`src/rtl/usb_tx_pkg.sv`:
```
package usb_tx_pkg;

    localparam int ARG_W = 16;

    typedef enum logic [1:0] {
        CMD_DATA  = 2'd0,
        CMD_LINE  = 2'd1,
        CMD_DELAY = 2'd2
    } cmd_kind_e;

    typedef enum logic [1:0] {
        LC_J   = 2'd0,
        LC_K   = 2'd1,
        LC_SE0 = 2'd2,
        LC_EOP = 2'd3
    } line_code_e;

    typedef enum logic [1:0] {
        LV_J   = 2'd0,
        LV_K   = 2'd1,
        LV_SE0 = 2'd2
    } lvl_e;

    typedef enum logic [1:0] {
        M_IDLE  = 2'd0,
        M_BYTE  = 2'd1,
        M_EOP   = 2'd2,
        M_DELAY = 2'd3
    } mode_e;

    typedef struct packed {
        cmd_kind_e        kind;
        logic [ARG_W-1:0] arg;
    } cmd_t;

    // A toggle from J gives K and from K gives J; SE0 counts as J.
    function automatic lvl_e nrzi_flip(input lvl_e cur);
        return (cur == LV_K) ? LV_J : LV_K;
    endfunction

    function automatic lvl_e nrzi_norm(input lvl_e cur);
        return (cur == LV_SE0) ? LV_J : cur;
    endfunction

    // {dp,dm} for a level; the polarity depends on speed.
    function automatic logic [1:0] lvl_pins(input lvl_e lv, input logic full);
        logic [1:0] j_pins;
        j_pins = full ? 2'b10 : 2'b01;
        case (lv)
            LV_J:    return j_pins;
            LV_K:    return ~j_pins;
            default: return 2'b00;
        endcase
    endfunction

endpackage

```
`src/rtl/usb_tx_baud.sv`:
```
module usb_tx_baud #(
    parameter int DIV_W = 8
) (
    input  logic             clk,
    input  logic             rst,
    input  logic             speed_full,
    input  logic [DIV_W-1:0] bit_div,
    output logic             tick
);
    localparam int CW = DIV_W + 3;

    logic [CW-1:0] cnt;
    logic [CW-1:0] limit;

    // Low speed is eight times slower: (div+1)*8-1 = {div,3'b111}.
    assign limit = speed_full ? {3'b000, bit_div} : {bit_div, 3'b111};
    assign tick  = (cnt >= limit);

    always_ff @(posedge clk) begin
        if (rst)       cnt <= '0;
        else if (tick) cnt <= '0;
        else           cnt <= cnt + 1'b1;
    end


    tick_spacing_chk: assert property (@(posedge clk) disable iff (rst)
        (tick && limit != '0) |=> !tick);

endmodule

```
`src/rtl/usb_tx_queue.sv`:
```
module usb_tx_queue
    import usb_tx_pkg::*;
#(
    parameter int DEPTH = 4
) (
    input  logic clk,
    input  logic rst,
    input  logic wr_en,
    input  cmd_t wr_entry,
    input  logic rd_en,
    output cmd_t rd_entry,
    output logic empty,
    output logic overflow
);
    localparam int PW = (DEPTH > 1) ? $clog2(DEPTH) : 1;
    localparam int CW = $clog2(DEPTH + 1);
    localparam logic [CW-1:0] FULL_CNT = CW'(DEPTH);
    localparam logic [PW-1:0] LAST_PTR = PW'(DEPTH - 1);

    cmd_t          mem [DEPTH];
    logic [PW-1:0] wp, rp;
    logic [CW-1:0] cnt;
    logic          full, wr_ok, rd_ok;

    assign full     = (cnt == FULL_CNT);
    assign empty    = (cnt == '0);
    assign wr_ok    = wr_en && !full;
    assign rd_ok    = rd_en && !empty;
    assign rd_entry = mem[rp];

    always_ff @(posedge clk) begin
        if (rst) begin
            wp       <= '0;
            rp       <= '0;
            cnt      <= '0;
            overflow <= 1'b0;
        end else begin
            if (wr_ok) begin
                mem[wp] <= wr_entry;
                wp      <= (wp == LAST_PTR) ? '0 : wp + 1'b1;
            end
            if (rd_ok)
                rp <= (rp == LAST_PTR) ? '0 : rp + 1'b1;
            if (wr_ok && !rd_ok)      cnt <= cnt + 1'b1;
            else if (!wr_ok && rd_ok) cnt <= cnt - 1'b1;
            if (wr_en && full)
                overflow <= 1'b1;
        end
    end


    depth_limit_chk: assert property (@(posedge clk) disable iff (rst)
        cnt <= FULL_CNT);

    ovf_sticky_chk: assert property (@(posedge clk) disable iff (rst)
        overflow |=> overflow);

    pop_nonempty_chk: assert property (@(posedge clk) disable iff (rst)
        rd_en |-> !empty);

endmodule

```
`src/rtl/usb_tx_engine.sv`:
```
module usb_tx_engine
    import usb_tx_pkg::*;
(
    input  logic clk,
    input  logic rst,
    input  logic tick,
    input  logic q_valid,
    input  cmd_t q_entry,
    output logic q_pop,
    output lvl_e lvl
);
    mode_e            mode, mode_n;
    logic [6:0]       sh, sh_n;
    logic [2:0]       left, left_n;
    logic [2:0]       ones, ones_n;
    logic [ARG_W-1:0] hold, hold_n;
    lvl_e             lvl_n;
    logic             byte_busy, do_bit, bit_v;

    assign byte_busy = (mode == M_BYTE) && (left != '0 || ones == 3'd6);

    always_comb begin
        mode_n = mode;
        sh_n   = sh;
        left_n = left;
        ones_n = ones;
        hold_n = hold;
        lvl_n  = lvl;
        q_pop  = 1'b0;
        do_bit = 1'b0;
        bit_v  = 1'b0;
        if (tick) begin
            if (byte_busy) begin
                if (ones == 3'd6) begin
                    lvl_n  = nrzi_flip(lvl);
                    ones_n = '0;
                end else begin
                    do_bit = 1'b1;
                    bit_v  = sh[0];
                    sh_n   = {1'b0, sh[6:1]};
                    left_n = left - 1'b1;
                end
            end else if (hold != '0) begin
                hold_n = hold - 1'b1;
                lvl_n  = (mode == M_EOP && hold == ARG_W'(2)) ? LV_SE0 : LV_J;
            end else if (q_valid) begin
                q_pop = 1'b1;
                case (q_entry.kind)
                    CMD_DATA: begin
                        mode_n = M_BYTE;
                        do_bit = 1'b1;
                        bit_v  = q_entry.arg[0];
                        sh_n   = q_entry.arg[7:1];
                        left_n = 3'd7;
                    end
                    CMD_LINE: begin
                        ones_n = '0;
                        case (line_code_e'(q_entry.arg[1:0]))
                            LC_J:   begin lvl_n = LV_J;   mode_n = M_IDLE; end
                            LC_K:   begin lvl_n = LV_K;   mode_n = M_IDLE; end
                            LC_SE0: begin lvl_n = LV_SE0; mode_n = M_IDLE; end
                            default: begin
                                lvl_n  = LV_SE0;
                                mode_n = M_EOP;
                                hold_n = ARG_W'(2);
                            end
                        endcase
                    end
                    default: begin
                        ones_n = '0;
                        lvl_n  = LV_J;
                        mode_n = M_DELAY;
                        hold_n = (q_entry.arg == '0) ? '0 : q_entry.arg - 1'b1;
                    end
                endcase
            end
        end
        if (do_bit) begin
            if (bit_v) begin
                lvl_n  = nrzi_norm(lvl);
                ones_n = ones + 1'b1;
            end else begin
                lvl_n  = nrzi_flip(lvl);
                ones_n = '0;
            end
        end
    end

    always_ff @(posedge clk) begin
        if (rst) begin
            mode <= M_IDLE;
            sh   <= '0;
            left <= '0;
            ones <= '0;
            hold <= '0;
            lvl  <= LV_J;
        end else begin
            mode <= mode_n;
            sh   <= sh_n;
            left <= left_n;
            ones <= ones_n;
            hold <= hold_n;
            lvl  <= lvl_n;
        end
    end


    run_len_chk: assert property (@(posedge clk) disable iff (rst)
        ones <= 3'd6);

    eop_start_chk: assert property (@(posedge clk) disable iff (rst)
        (q_pop && q_entry.kind == CMD_LINE && q_entry.arg[1:0] == 2'd3) |=> lvl == LV_SE0);

    delay_idle_chk: assert property (@(posedge clk) disable iff (rst)
        (mode == M_DELAY && hold != '0) |-> lvl == LV_J);

    no_pop_busy_chk: assert property (@(posedge clk) disable iff (rst)
        q_pop |-> (tick && !byte_busy && hold == '0));

endmodule

```
`src/rtl/usb_line_tx.sv`:
```
module usb_line_tx
    import usb_tx_pkg::*;
#(
    parameter int DIV_W = 8,
    parameter int DEPTH = 4
) (
    input  logic             clk,
    input  logic             rst,
    input  logic             speed_full,
    input  logic [DIV_W-1:0] bit_div,
    input  logic             cmd_valid,
    input  logic [1:0]       cmd_kind,
    input  logic [ARG_W-1:0] cmd_arg,
    output logic             dp,
    output logic             dm,
    output logic             buf_empty,
    output logic             overflow
);
    logic tick, q_empty, q_pop;
    cmd_t wr_entry, rd_entry;
    lvl_e lvl;

    assign wr_entry.kind = cmd_kind_e'(cmd_kind);
    assign wr_entry.arg  = cmd_arg;

    usb_tx_baud #(.DIV_W(DIV_W)) baud_i (
        .clk(clk), .rst(rst), .speed_full(speed_full),
        .bit_div(bit_div), .tick(tick)
    );

    usb_tx_queue #(.DEPTH(DEPTH)) queue_i (
        .clk(clk), .rst(rst), .wr_en(cmd_valid), .wr_entry(wr_entry),
        .rd_en(q_pop), .rd_entry(rd_entry), .empty(q_empty),
        .overflow(overflow)
    );

    usb_tx_engine engine_i (
        .clk(clk), .rst(rst), .tick(tick), .q_valid(!q_empty),
        .q_entry(rd_entry), .q_pop(q_pop), .lvl(lvl)
    );

    assign {dp, dm}  = lvl_pins(lvl, speed_full);
    assign buf_empty = q_empty;


    pins_on_tick_chk: assert property (@(posedge clk) disable iff (rst)
        (!tick && $stable(speed_full)) |=> $stable({dp, dm}));

    empty_falls_chk: assert property (@(posedge clk) disable iff (rst)
        (cmd_valid && !tick) |=> !buf_empty);

endmodule

```
`config.mk`:
```
export PLATFORM = sky130hd
export DESIGN_NAME = usb_line_tx
export DESIGN_NICKNAME = d
export VERILOG_FILES = /design/src/rtl/usb_tx_pkg.sv /design/src/rtl/usb_tx_baud.sv /design/src/rtl/usb_tx_queue.sv /design/src/rtl/usb_tx_engine.sv /design/src/rtl/usb_line_tx.sv
export SDC_FILE = /design/constraint.sdc
export NUM_CORES = 1
export LEC_CHECK = 0
export BUFFER_PORTS_ARGS = -buffer_cell sky130_fd_sc_hd__buf_2
export CAP_MARGIN = 20
export CORE_MARGIN = 2
export CORE_UTILIZATION = 50
export CTS_CLUSTER_SIZE = 16
export DETAILED_ROUTE_END_ITERATION = 7
export GPL_ROUTABILITY_DRIVEN = 0
export PLACE_DENSITY = 0.79
export SLEW_MARGIN = 0
export SYNTH_ARGS = -nofsm -noshare
export SYNTH_HDL_FRONTEND = slang
export SYNTH_SLANG_ARGS = --single-unit
```
`constraint.sdc`:
```
create_clock -name clk -period 3.8 [get_ports clk]
set_clock_uncertainty 0.1 [all_clocks]
set_input_delay 0.57 -clock clk [delete_from_list [all_inputs] [get_ports clk]]
set_output_delay 0.57 -clock clk [all_outputs]
set_load 0.02 [all_outputs]
```
Word-level counts from Yosys, hierarchy flattened
Memory sizes are Yosys's and may differ from the RTL's. A register that Yosys moved wholly into a read port is not among the register bits.
Index checks and enable logic that the tools add are counted.
Storage, ports and cells
  register bits: 52
  bits in writable memories: 72
  output and inout bits: 4
  logic and storage cells: 145
  memories kept: 1
Cells by class
  $add $sub $neg: 9
  order comparisons: 1
  equality and inequality tests: 25
  multiplexer cells: 65
  bitwise gates (word level): 4
  reduce and logical (&&, ||, !) cells: 29
Memories
  queue_i.mem: depth 4, width 18, rd ports 1, clocked after Yosys merged registers in 1, wr ports 1, RTL line usb_tx_queue.sv:20  | cmd_t mem [DEPTH];
Operator list (number)
  two-way mux 16 bit: 4
  two-way mux 3 bit: 15
  two-way mux 7 bit: 5
  one-hot mux 16 bit (2 select lines): 1
  subtractor 16 x 1 -> 16 bit (second input constant): 2
  two-way mux 2 bit: 15
  two-way mux 1 bit: 20
  AND reduction 5 bit: 4
  == test 16 x 2 -> 1 bit (second input constant): 1
  zero test 16 bit: 1
  one-hot mux 2 bit (2 select lines): 4
  nonzero test 16 bit: 1
  adder 11 x 1 -> 11 bit (second input constant): 1
  >= comparator 11 bit: 1
  two-way mux 11 bit: 1
  == test 2 bit (second input constant): 5
  != test 3 x 1 -> 1 bit (second input constant): 3
  == test 2 x 1 -> 1 bit (second input constant): 4
  != test 2 x 1 -> 1 bit (second input constant): 4
  != test 4 x 1 -> 1 bit (second input constant): 2
  logical AND 1 bit: 7
  adder 3 x 1 -> 3 bit (second input constant): 2
  == test 3 bit (second input constant): 2
  zero test 2 bit: 3
  other kinds (15): 25

Depth between registers and ports, before layout
Gate-level depths: netlist of the first run.
  depth in word-level cells: 9
  depth in mapped cells: 16
  depth with buffers taken out: 14

By module
From an unflattened synthesis of the first run, not the netlist that was laid out.
Unflattened totals
  cell total of the unflattened synthesis: 554
  area, all modules: 6427.4 sq um
By module, submodules not included
  usb_tx_queue: instances 1, cells an instance 147, area an instance 3118.0 sq um
  usb_tx_engine: instances 1, cells an instance 310, area an instance 2354.8 sq um
  usb_tx_baud: instances 1, cells an instance 93, area an instance 932.1 sq um
  usb_line_tx: instances 1, cells an instance 4, area an instance 22.5 sq um

Worst setup path after synthesis of the first run
No wires, ideal clock.
  kind: input to register
  start point: input speed_full
  end point: register queue_i.cnt[2]
  setup time: 70 ps
  arrival: 3656 ps
  setup slack: -26 ps
  stages: 16
  cell sequence: buf_1 -> mux2i_1 -> ha_1 -> nand4_1 -> nor2_1 -> a21oi_1 -> a21oi_1 -> and3_1 -> clkbuf_1 -> inv_1 -> ha_1 -> inv_1 -> fa_1 -> xor2_1 -> or3_1 -> a21oi_1
On the way
  cells in the longest elaborated chain, start to end: 7
  elaborated cells on any way between the ends: 9
Ends and longest elaborated chain
  from (decl): RTL line usb_line_tx.sv:9  | input logic speed_full,
  two-way mux 11 bit *: RTL line usb_tx_baud.sv:16  | assign limit = speed_full ? {3'b000, bit_div} : {bit_div, 3'b111};
  >= comparator 11 bit *: RTL line usb_tx_baud.sv:17  | assign tick = (cnt >= limit);
  two-way mux 1 bit *: RTL line usb_tx_engine.sv:32  | if (tick) begin
  logical AND 1 bit *: RTL line usb_tx_queue.sv:28  | assign rd_ok = rd_en && !empty;
  zero test 1 bit: RTL line usb_tx_queue.sv:44  | if (wr_ok && !rd_ok) cnt <= cnt + 1'b1;
  logical AND 1 bit: RTL line usb_tx_queue.sv:44
  two-way mux 3 bit / nonzero test 2 bit (equally long branches)
  to (signal assigned): RTL line usb_tx_queue.sv:44
  to (signal assigned): RTL line usb_tx_queue.sv:45  | else if (!wr_ok && rd_ok) cnt <= cnt - 1'b1;
  to (decl): RTL line usb_tx_queue.sv:22  | logic [CW-1:0] cnt;
Every way passes the cells marked *; elsewhere a longest branch is shown, timed or not.
A chain may end at the register's enable or synchronous reset.

Worst setup path after layout of the first run
  start point: register engine_i.hold[0]
  end point: register queue_i.cnt[2]
On the way
  cells in the longest elaborated chain, start to end: 8
  elaborated cells on any way between the ends: 10
Ends and longest elaborated chain
  from (decl): RTL line usb_tx_engine.sv:16  | logic [ARG_W-1:0] hold, hold_n;
  from (signal assigned): RTL line usb_tx_engine.sv:102  | hold <= hold_n;
  nonzero test 16 bit *: RTL line usb_tx_engine.sv:43  | end else if (hold != '0) begin
  two-way mux 1 bit *: RTL line usb_tx_engine.sv:43
  two-way mux 1 bit *: RTL line usb_tx_engine.sv:33  | if (byte_busy) begin
  two-way mux 1 bit *: RTL line usb_tx_engine.sv:32
  logical AND 1 bit *: RTL line usb_tx_queue.sv:28
  zero test 1 bit: RTL line usb_tx_queue.sv:44
  logical AND 1 bit: RTL line usb_tx_queue.sv:44
  two-way mux 3 bit / nonzero test 2 bit (equally long branches)
Marked as above.

==> out/metrics.yaml, run 1 <==
status:
  status: "finished clean"
setup_path:
  cp.arrival_ps: 3610
  crit_path_start_kind: "flip-flop"
  cpMostUsedCell: "inv_1"
  crit_family: "simple AND/OR/NAND/NOR gates"
  crit_type: "flip-flop to flip-flop"
  critical_path.cell_chain: "inv_1 -> ha_1 -> nor3b_1 -> nand2_1 -> nor2_1 -> and3_1 -> inv_1 -> ha_1 -> inv_1 -> fa_1 -> xor2_1 -> or3_1 -> a21oi_1"
  cp_data_required_time_ps: 4030
  cp_max_fo: 6
  r2r_setup_slack_ps: 430
  path_buf_inv: 3
  cp_slowest_cell: "nor3b_1"
  endpoint_kind: "flip-flop"
  slowest_delay_ps: 650
sta:
  max_freq_mhz: 296.5
  rsz0062_at_grt: "false"
  finalHoldViolCount: 0
  setup_viol: 0
  tightest_slew_ps: 937.0
  hold_ws_ps: 264.0
  drv_slew: 0
  period_share_pct: 88.75
  slew_headroom_pct: 37.53
  fin_crit_ps: 3372
  setup-tns-final_ps: 0
synth:
  yosysTopAreaCellShare_pct: 35.09
  postSynthAreaPerCell_sq_um: 11.83
  syn_nets: 579
  syn_inst: 521
  synth_edf_count: 72
  synthFlopType: "edfxtp_1"
  ys_seq_area_share_pct: 52.64
  netlist_area_sq_mm: 0.006161
  synthTopCellsByArea: "edfxtp_1 (35%), dfxtp_1 (18%), mux4_2 (6.6%)"
  async_flop_share_pct: 0
  synth_area_leader_cell: "edfxtp_1"
  synth_seq_cells: 126
  yosysWarningCount: 0
  synth_cell_type_count: 61
power_and_ir_drop:
  seq_power_share_pct: 43.0
  ir_drop_v: 0.0004724
  p_sw_share_pct: 23.37
  intPower_mw: 2.693
  power.leakage_nw: 2.618
  power_per_cell_area_mw_per_mm2: 492.1
  p_switching_mw: 0.8215
  p_comb_share_pct: 7.7
  clock_power_share_pct: 49.2
route:
  totalWireLength_mm: 12.84
  vias: 4243
  drtPass1Iterations: 5
  antenna_left: 0
  drc: 0
  first_iter_violations: 297
  wl_per_cell_microns: 17.65
  vias_per_cell: 5.836
finish:
  multi_input_area_sq_mm: 0.002753
  fin_cells: 727
  mostFrequentLayoutCells: "edfxtp_1 (72), nor2_1 (57), dfxtp_1 (54)"
  drive_gt1_share_pct: 20.86
  regArea_sq_mm: 0.003243
  final_nets: 626
  diodes: 0
  final_common_cell: "edfxtp_1"
  areaGrowthSynthToFinish_pct: 15.94
  fillCellCount: 925
global_route:
  grt_first_pass_wirelength_mm: 20.89
  grt_pass1_vias: 4329
  grt_max_degree: 42
  grt_use_met3_pct: 5.271
  gr-usage-met2_pct: 34.31
  grtUsageTotal_pct: 20.42
  overflow: 0
  top_usage_layer: "met2"
  met1_usage_pct: 25.06
  antenna_found_initial: 0
flow_run:
  max_cap_viol_count: 0
cts:
  clk_pin_slew_worst_paths_ps: 60
  hold_buffers: 0
  cts_setup_buffers: 0
  clockRootBuffer: "clkbuf_16"
  cts_tree: "built"
  cts_sinks: 126
  clock_path_buffers: 2
  cts_resized: 0
  cts_made_buffers: 17
  clkLatencyLatePin_ps: 410
  htreeDepth: 4
floorplanning:
  core_sq_mm: 0.01201
  dieArea_sq_mm: 0.01323
  die_w_microns: 115.0
  die_h_microns: 115.0
  initial_core_util_pct: 51.29
  std_cell_rows: 40
  io_pins: 34
placed_design:
  placedCellCount: 696
  portBuffers: 33
  place_hpwl_mm: 8.517
hold_path:
  worst_hold_path_type: "input pin to flip-flop"
sequential cells by signal (all words and copies together), names as in the netlist, named ones only:
register and flops:
queue_i.mem 72, engine_i.hold 16, baud_i.cnt 11, engine_i.sh 7, engine_i.left 3, engine_i.ones 3
queue_i.cnt 3, engine_i.lvl 2, engine_i.mode 2, queue_i.rp 2, queue_i.wp 2, queue_i.overflow 1
layout make-up:
cell class                      instances  area share (%)
Tap cell                              147           2.575
Timing Repair Buffer                   46           3.678
Multi-Input combinational cell        358           38.54
Clock inverter                         14           2.855
Inverter                               19          0.9984
Clock buffer                           17           5.956
Sequential cell                       126           45.40
final timing paths:
| kind | startpoint | to | cells past startpoint |
|---|---|---|---|
| max | engine_i.hold[0]$_SDFFE_PP0P_ | queue_i.cnt[2]$_SDFFE_PP0P_ | 13 |
| min reg2reg | queue_i.overflow$_SDFFE_PP0P_ | queue_i.overflow$_SDFFE_PP0P_ | 2 |
| min | cmd_arg[11] | queue_i.mem[0][11]$_DFFE_PP_ | 1 |
| max reg2reg | engine_i.hold[0]$_SDFFE_PP0P_ | queue_i.cnt[2]$_SDFFE_PP0P_ | 13 |
through the flow:
step                      power [mW]  setup WS, ps  utilization, %  area [sq um]
after floorplan                1.715         105.9               -          6162
after global placement         1.787         399.5           54.23          6514
after detailed placement       1.806         198.8           54.23          6514
after CTS                      3.535         449.7           59.47          7143
after global routing           3.618         240.6           59.47          7143
final                          3.515         427.6           59.47          7143
cells by family (layout without fill, tap and decap cells):
family                     count (synthesis)  in the layout  share of synthesized area (%)
and+or+nand+nor                          184            184                          15.64
xor gates and xnor gates                  27             27                          3.838
muxes                                     30             30                          8.550
DFF                                      126            126                          52.64
adders and majority gates                 28             28                          5.808
AOI/OAI and AO/OA                         89             89                          10.84
buffers and inverters                     37             96                          2.680
power by group through the flow:
stage	registers (mW)	logic [mW]	clock network [mW]
CTS	1.51	0.273	1.75
detailed placement	1.54	0.266	0
global route	1.52	0.298	1.80
floorplan	1.53	0.181	0
global placement	1.54	0.251	0
finish	1.51	0.272	1.73
layer usage:
layer / vias to the layer above / wire length (microns)
met3: 26 / 664
met1: 2030 / 5486
met4: 0 / 262
li1: 2039 / -
met5: - / 0
met2: 148 / 6421
synthesized netlist by cell type (3+ instances only):
cell      number
nor2b_1        7
nand2_1       39
xnor2_1        7
buf_2          3
a211oi_1       6
a31oi_1        7
nand4_1        6
edfxtp_1      72
or4_1          5
nor4_1         7
and2_1         7
nand3_1       19
ha_1          27
a311oi_2       6
nor3_1         8
o21ai_0       15
a311o_1        4
a21oi_1       27
mux2i_1       11
nor2_1        57
inv_1         18
o22ai_1        5
dfxtp_1       54
xor2_1        20
and3_1         5
clkbuf_1       9
mux4_2        18
nand2b_1       7
Note: power is estimated with default switching activity, not from simulation.
==> inputs of run 2 (changes only) <==
--- a/config.mk
+++ b/config.mk
@@ -5,7 +5,7 @@
 export SDC_FILE = /design/constraint.sdc
 export NUM_CORES = 1
 export LEC_CHECK = 0
-export BUFFER_PORTS_ARGS = -buffer_cell sky130_fd_sc_hd__buf_2
+export BUFFER_PORTS_ARGS = -buffer_cell sky130_fd_sc_hd__clkbuf_2
 export CAP_MARGIN = 20
 export CORE_MARGIN = 2
 export CORE_UTILIZATION = 50
==> run 2 against run 1 <==
Against the previous run: die area is the same; cell area is 0.58% lower; clock-buffer cell count up 1; combinational power shrank 3%; sequential cell count did not move; register-to-register slack gained 70 ps; sequential share of layout area rose by 0.26 points; fmax up 2.2%; via count increased by 1.7%; global-route usage grew 0.45 points; core utilization fell by 0.34 points; clock power fell by 7%; critical path type unchanged; largest cell class unchanged.
==> out/metrics.yaml, run 2 (synthesis results as in run 1) <==
power_and_ir_drop:
  power.leakage_nw: 2.603  # -0.57%
  ir_drop_v: 0.0005553  # +18%
  power_per_cell_area_mw_per_mm2: 476.8  # -3.1%
global_route:
  overflow: 0  # unchanged
  grtUsageTotal_pct: 20.87  # +0.45 points
  grt_max_degree: 42  # unchanged
  grt_first_pass_wirelength_mm: 21.28  # +1.9%
  antenna_found_initial: 0  # unchanged
  grt_pass1_vias: 4374  # +1.0%
floorplanning:
  die_h_microns: 115.0  # unchanged
  core_sq_mm: 0.01201  # unchanged
  std_cell_rows: 40  # unchanged
  io_pins: 34  # unchanged
  dieArea_sq_mm: 0.01323  # unchanged
  initial_core_util_pct: 51.29  # unchanged
  die_w_microns: 115.0  # unchanged
setup_path:
  slowest_delay_ps: 680  # +30 ps
  critical_path.cell_chain: "buf_4 -> mux4_2 -> nor4_4 -> nand3b_1 -> o41ai_4 -> nor4b_4 -> nand2_1 -> o22ai_1"
  r2r-end: "engine_i.hold[6]$_SDFFE_PP0P_"
  worst-r2r-cell-count: 8  # -5
  crit_path_start_kind: "flip-flop"
  cp.arrival_ps: 3470  # -140 ps
  r2r_setup_slack_ps: 500  # +70 ps
  endpoint_kind: "flip-flop"
  cp_slowest_cell: "mux4_2"
  cp_max_fo: 16  # +10
  crit_type: "flip-flop to flip-flop"
  cp_data_required_time_ps: 3980  # -50 ps
cts:
  cts_setup_buffers: 0  # unchanged
  cts_made_buffers: 17  # unchanged
  htreeDepth: 4  # unchanged
  clkLatencyLatePin_ps: 420  # about the same
  clk_pin_slew_worst_paths_ps: 60  # about the same
  cts_sinks: 126  # unchanged
  clockRootBuffer: "clkbuf_16"
  hold_buffers: 0  # unchanged
  clock_path_buffers: 2  # unchanged
  cts_tree: "built"
  cts_resized: 0  # unchanged
status:
  status: "finished clean"
route:
  vias_per_cell: 5.930  # +1.6%
  antenna_left: 0  # unchanged
  wl_met2_mm: 6.202  # -3.4%
  first_iter_violations: 315  # +6.1%
  drtPass1Iterations: 5  # unchanged
  wl_per_cell_microns: 17.41  # -1.4%
  totalWireLength_mm: 12.68  # -1.2%
  vias: 4317  # +1.7%
  drc: 0  # unchanged
  wl_met3_microns: 760  # +14%
  met1_length_mm: 5.482  # about the same
  maxUsedRoutingLayer: "met4"
sta:
  setup-tns-final_ps: 0  # unchanged
  setup_viol: 0  # unchanged
  fin_crit_ps: 3299  # -73.63 ps
  slew_headroom_pct: 36.76  # -0.77 points
  max_freq_mhz: 303.1  # +2.2%
  rsz0062_at_grt: "false"
  period_share_pct: 86.81  # -1.9 points
  drv_slew: 0  # unchanged
  tightest_slew_ps: 948.5  # +11.53 ps
  finalHoldViolCount: 0  # unchanged
finish:
  reg_top3: "queue_i.mem (72), engine_i.hold (16), baud_i.cnt (11)"
  top_register: "queue_i.mem"
  regArea_sq_mm: 0.003243  # unchanged
  largest_register_ffs: 72  # unchanged
  final_common_cell: "edfxtp_1"
  multi_input_area_sq_mm: 0.002753  # unchanged
  final_nets: 626  # unchanged
  areaGrowthSynthToFinish_pct: 15.27
  drive_gt1_share_pct: 20.83  # -0.036 points
  mostFrequentLayoutCells: "edfxtp_1 (72), nor2_1 (57), dfxtp_1 (54)"
  fillCellCount: 917  # -0.86%
  diodes: 0  # unchanged
  fin_cells: 728  # +0.14%
placed_design:
  place_hpwl_mm: 8.606  # +1.0%
  placedCellCount: 696  # unchanged
  portBuffers: 33  # unchanged
hold_path:
  worst_hold_path_type: "input pin to flip-flop"
  min_to: "queue_i.mem[2][8]$_DFFE_PP_"
  hold_path_depth: 1  # unchanged
  hold_start: "cmd_arg[8]"
flow_run:
  max_cap_viol_count: 0  # unchanged
[run 2: worst max-delay path by stage]
stage,startpoint,end,slack (ps)
2_1_floorplan,speed_full,queue_i.cnt[2]$_SDFFE_PP0P_,110
3_5_place_dp,speed_full,queue_i.cnt[2]$_SDFFE_PP0P_,260
3_3_place_gp,speed_full,queue_i.cnt[2]$_SDFFE_PP0P_,380
6_report,flip-flop,engine_i.hold[6]$_SDFFE_PP0P_,500
5_1_grt,engine_i.hold[0]$_SDFFE_PP0P_,queue_i.cnt[2]$_SDFFE_PP0P_,260
4_1_cts,flip-flop,engine_i.hold[6]$_SDFFE_PP0P_,510
[run 2: layout make-up]
| type | instances | share of cell area (%) |
|---|---|---|
| repair buffers | 46 | 3.700 |
| clock inverters | 14 | 2.237 |
| clock buffers | 18 | 6.043 |
| inverters | 19 | 1.004 |
| flip-flops and latches | 126 | 45.67 |
| multi-input cells | 358 | 38.76 |
| well taps | 147 | 2.590 |
[run 2: layer usage]
metal	up-vias	global-route usage [%]
met5	-	0
met4	0	7.229
met3	20	6.273
met2	146	34.12
met1	2101	26.62
li1	2050	-
[run 2: stage by stage]
stage | instance area, sq um | total power [mW] | worst slack [ps] | util, % | hold WS, ps
finish | 7102 | 3.386 | 501.2 | 59.13 | 268.3
global route | 7102 | 3.502 | 259.0 | 59.13 | 263.6
CTS | 7102 | 3.403 | 509.6 | 59.13 | 255.1
detailed placement | 6514 | 1.803 | 260.0 | 54.23 | 369.3
global placement | 6514 | 1.787 | 382.3 | 54.23 | 351.9
floorplan | 6162 | 1.715 | 105.9 | - | 336.7
[run 2: worst max-delay path: cells and delay by family (launching register included)]
| family | cells | cell delay, ps |
|---|---|---|
| AND/OR/NAND/NOR | 4 | 960 |
| flip-flops | 1 | 430 |
| buffers and inverters | 1 | 360 |
| multiplexers | 1 | 680 |
| AO/OA/AOI/OAI | 2 | 620 |
[run 2: where the power goes]
part           total, mW  switching (mW)  leakage, nW  internal [mW]
clock network       1.61           0.633        0.282          0.976
logic              0.265           0.168         1.23         0.0971
registers           1.51          0.0248         1.09           1.49
==> inputs of run 3 (changes only) <==
--- a/config.mk
+++ b/config.mk
@@ -12,7 +12,7 @@
 export CTS_CLUSTER_SIZE = 16
 export DETAILED_ROUTE_END_ITERATION = 7
 export GPL_ROUTABILITY_DRIVEN = 0
-export PLACE_DENSITY = 0.79
+export PLACE_DENSITY = 0.76
 export SLEW_MARGIN = 0
 export SYNTH_ARGS = -nofsm -noshare
 export SYNTH_HDL_FRONTEND = slang
==> constraint.sdc (replaced) <==
create_clock -name clk -period 3.25 [get_ports clk]
set_clock_uncertainty 0.1 [all_clocks]
set_input_delay 0.4875 -clock clk [delete_from_list [all_inputs] [get_ports clk]]
set_output_delay 0.4875 -clock clk [all_outputs]
set_load 0.02 [all_outputs]
==> run 3 against run 2 <==
Against the previous run: sequential cell count did not move; global-route usage grew 0.40 points; die area is the same; worst setup slack worse by 330 ps; power increased by 15%; sequential share of layout area decreased by 0.63 points; combinational power up 23%; cell count is 1.4% higher; register-to-register slack worse by 330 ps; clock-buffer cell count shrank 1; routed wire length up 1.7%; cell area increased by 1.4%.
==> out/metrics.yaml, run 3 (synthesis results as in run 1) <==
status:
  status: "finished clean"
global_route:
  grt_max_degree: 40  # -4.8%
  grt_first_pass_wirelength_mm: 21.40  # +0.55%
  overflow: 0  # unchanged
  antenna_found_initial: 0  # unchanged
  grt_pass1_vias: 4297  # -1.8%
  grtUsageTotal_pct: 21.27  # +0.40 points
finish:
  final_nets: 636  # +1.6%
  final_common_cell: "edfxtp_1"
  mostFrequentLayoutCells: "edfxtp_1 (72), nor2_1 (56), dfxtp_1 (54)"
  areaGrowthSynthToFinish_pct: 16.90
  drive_gt1_share_pct: 23.52  # +2.7 points
  top_register: "queue_i.mem"
  reg_top3: "queue_i.mem (72), engine_i.hold (16), baud_i.cnt (11)"
  largest_register_ffs: 72  # unchanged
  fin_area_sq_mm: 0.007202  # +1.4%
  diodes: 0  # unchanged
  fillCellCount: 945  # +3.1%
cts:
  clk_pin_slew_worst_paths_ps: 60  # about the same
  clkLatencyLatePin_ps: 420  # about the same
  clock_path_buffers: 2  # unchanged
  cts_made_buffers: 17  # unchanged
  htreeDepth: 4  # unchanged
  cts_sinks: 126  # unchanged
  cts_tree: "built"
  clockRootBuffer: "clkbuf_16"
flow_run:
  max_cap_viol_count: 0  # unchanged
hold_path:
  worst_hold_path_type: "input pin to flip-flop"
setup_path:
  crit_path_start_kind: "flip-flop"
  cp.arrival_ps: 3260  # -210 ps
  endpoint_kind: "flip-flop"
  cp_data_required_time_ps: 3430  # -550 ps
  cp_slowest_cell: "mux4_2"
  crit_type: "flip-flop to flip-flop"
  slowest_delay_ps: 640  # -40 ps
  critical_path.cell_chain: "buf_12 -> mux4_2 -> nor4_4 -> nand3b_1 -> o41ai_4 -> buf_4 -> nor4b_4 -> nand2_1 -> o22ai_1"
  cp_max_fo: 16  # unchanged
sta:
  hold_ws_ps: 179.0  # -89.32 ps
  setup_viol: 0  # unchanged
  period_share_pct: 94.81  # +8.0 points
  setup-tns-final_ps: 0  # unchanged
  slew_headroom_pct: 64.58  # +28 points
  max_freq_mhz: 324.6  # +7.1%
  fin_ws_ps: 168.8  # -332.4 ps
  finalHoldViolCount: 0  # unchanged
  drv_slew: 0  # unchanged
  rsz0062_at_grt: "false"
  fin_crit_ps: 3081  # -217.6 ps
  tightest_slew_ps: 526.4  # -422.1 ps
floorplanning:
  die_h_microns: 115.0  # unchanged
  dieArea_sq_mm: 0.01323  # unchanged
  initial_core_util_pct: 51.29  # unchanged
  io_pins: 34  # unchanged
  core_sq_mm: 0.01201  # unchanged
  die_w_microns: 115.0  # unchanged
  std_cell_rows: 40  # unchanged
route:
  first_iter_violations: 304  # -3.5%
  antenna_left: 0  # unchanged
  vias_per_cell: 5.789  # -2.4%
  vias: 4272  # -1.0%
  totalWireLength_mm: 12.89  # +1.7%
  drc: 0  # unchanged
  drtPass1Iterations: 6  # +1
  wl_per_cell_microns: 17.47  # +0.30%
power_and_ir_drop:
  p_switching_mw: 1.033  # +25%
  intPower_mw: 2.872  # +12%
  power.leakage_nw: 2.642  # +1.5%
  p_comb_share_pct: 8.4  # +0.6 points
  power_per_cell_area_mw_per_mm2: 542.3  # +14%
  finalPower_mw: 3.905  # +15%
  p_sw_share_pct: 26.45  # +2.1 points
  clock_power_share_pct: 46.4  # -1.1 points
  seq_power_share_pct: 45.2  # +0.6 points
  ir_drop_v: 0.0005053  # -9.0%
placed_design:
  portBuffers: 33  # unchanged
  place_area_sq_mm: 0.006626  # +1.7%
  place_hpwl_mm: 8.797  # +2.2%
  pre_cts_ws_ps: -65.04  # -325.0 ps
[run 3: changes by cell type in the layout (fill, tap and decap cells not counted), moves of 2 or more]
cell | previous run | this run
inv_1 | 18 | 16
bufinv_16 | 2 | 0
a21oi_1 | 27 | 25
o21ai_0 | 15 | 13
clkinv_4 | 5 | 1
buf_4 | 13 | 22
o21ai_1 | 1 | 3
inv_8 | 0 | 3
inv_6 | 4 | 7
[run 3: path summary, 6_finish.rpt]
check	startpoint	end	slack (ps)	cells after the start
setup reg to reg	flip-flop	engine_i.hold[6]$_SDFFE_PP0P_	170	9
hold reg to reg	engine_i.sh[6]$_SDFFE_PP0P_	engine_i.sh[6]$_SDFFE_PP0P_	370	2
setup / recovery	flip-flop	engine_i.hold[6]$_SDFFE_PP0P_	170	9
hold / removal	cmd_arg[12]	queue_i.mem[3][12]$_DFFE_PP_	180	1
[run 3: layer usage]
| layer | vias to the layer above | share of wire (%) | track usage [%] |
|---|---|---|---|
| met2 | 135 | 52 | 36.59 |
| met5 | - | 0 | 0 |
| met1 | 2047 | 42 | 26.56 |
| met4 | 0 | 1.2 | 6.988 |
| li1 | 2076 | - | - |
| met3 | 14 | 5.4 | 5.061 |
[run 3: layout make-up]
cell class	count	area (sq um)	share of cell area (%)
Sequential cell	126	3243	45.03
Multi-Input combinational cell	358	2785	38.67
Clock buffer	17	425.4	5.907
Timing Repair Buffer	56	350.3	4.864
Tap cell	147	183.9	2.554
Clock inverter	15	140.1	1.946
Inverter	19	73.82	1.025
[run 3: what timing repair did]
| action | 4_1_cts | 5_1_grt |
|---|---|---|
| buffers inserted | 0 | 1 |
| resized for setup | 0 | 1 |
| hold buffers | 0 | 0 |
| setup endpoints to repair | 0 | 5 |
[run 3: per-stage QoR]
step                instances  utilization (%)
finish                    738            59.96
global route              738            59.96
CTS                       737            59.88
detailed placement        705            55.17
global placement          705            55.17
floorplan                 521                -
[run 3: worst max-delay path, delay by kind of cell, from the launching register on]
family          cells  cell delay, ps
buf+inv             2             400
compound gates      2             430
simple gates        4             890
mux                 1             640
flops               1             460
[run 3: power groups by stage]
stage | Combinational (mW) | Sequential (mW) | Clock, mW
2_1_floorplan | 0.218 | 1.79 | 0
3_3_place_gp | 0.310 | 1.80 | 0
3_5_place_dp | 0.323 | 1.80 | 0
4_1_cts | 0.327 | 1.77 | 1.85
5_1_grt | 0.358 | 1.77 | 1.92
6_report | 0.327 | 1.77 | 1.81
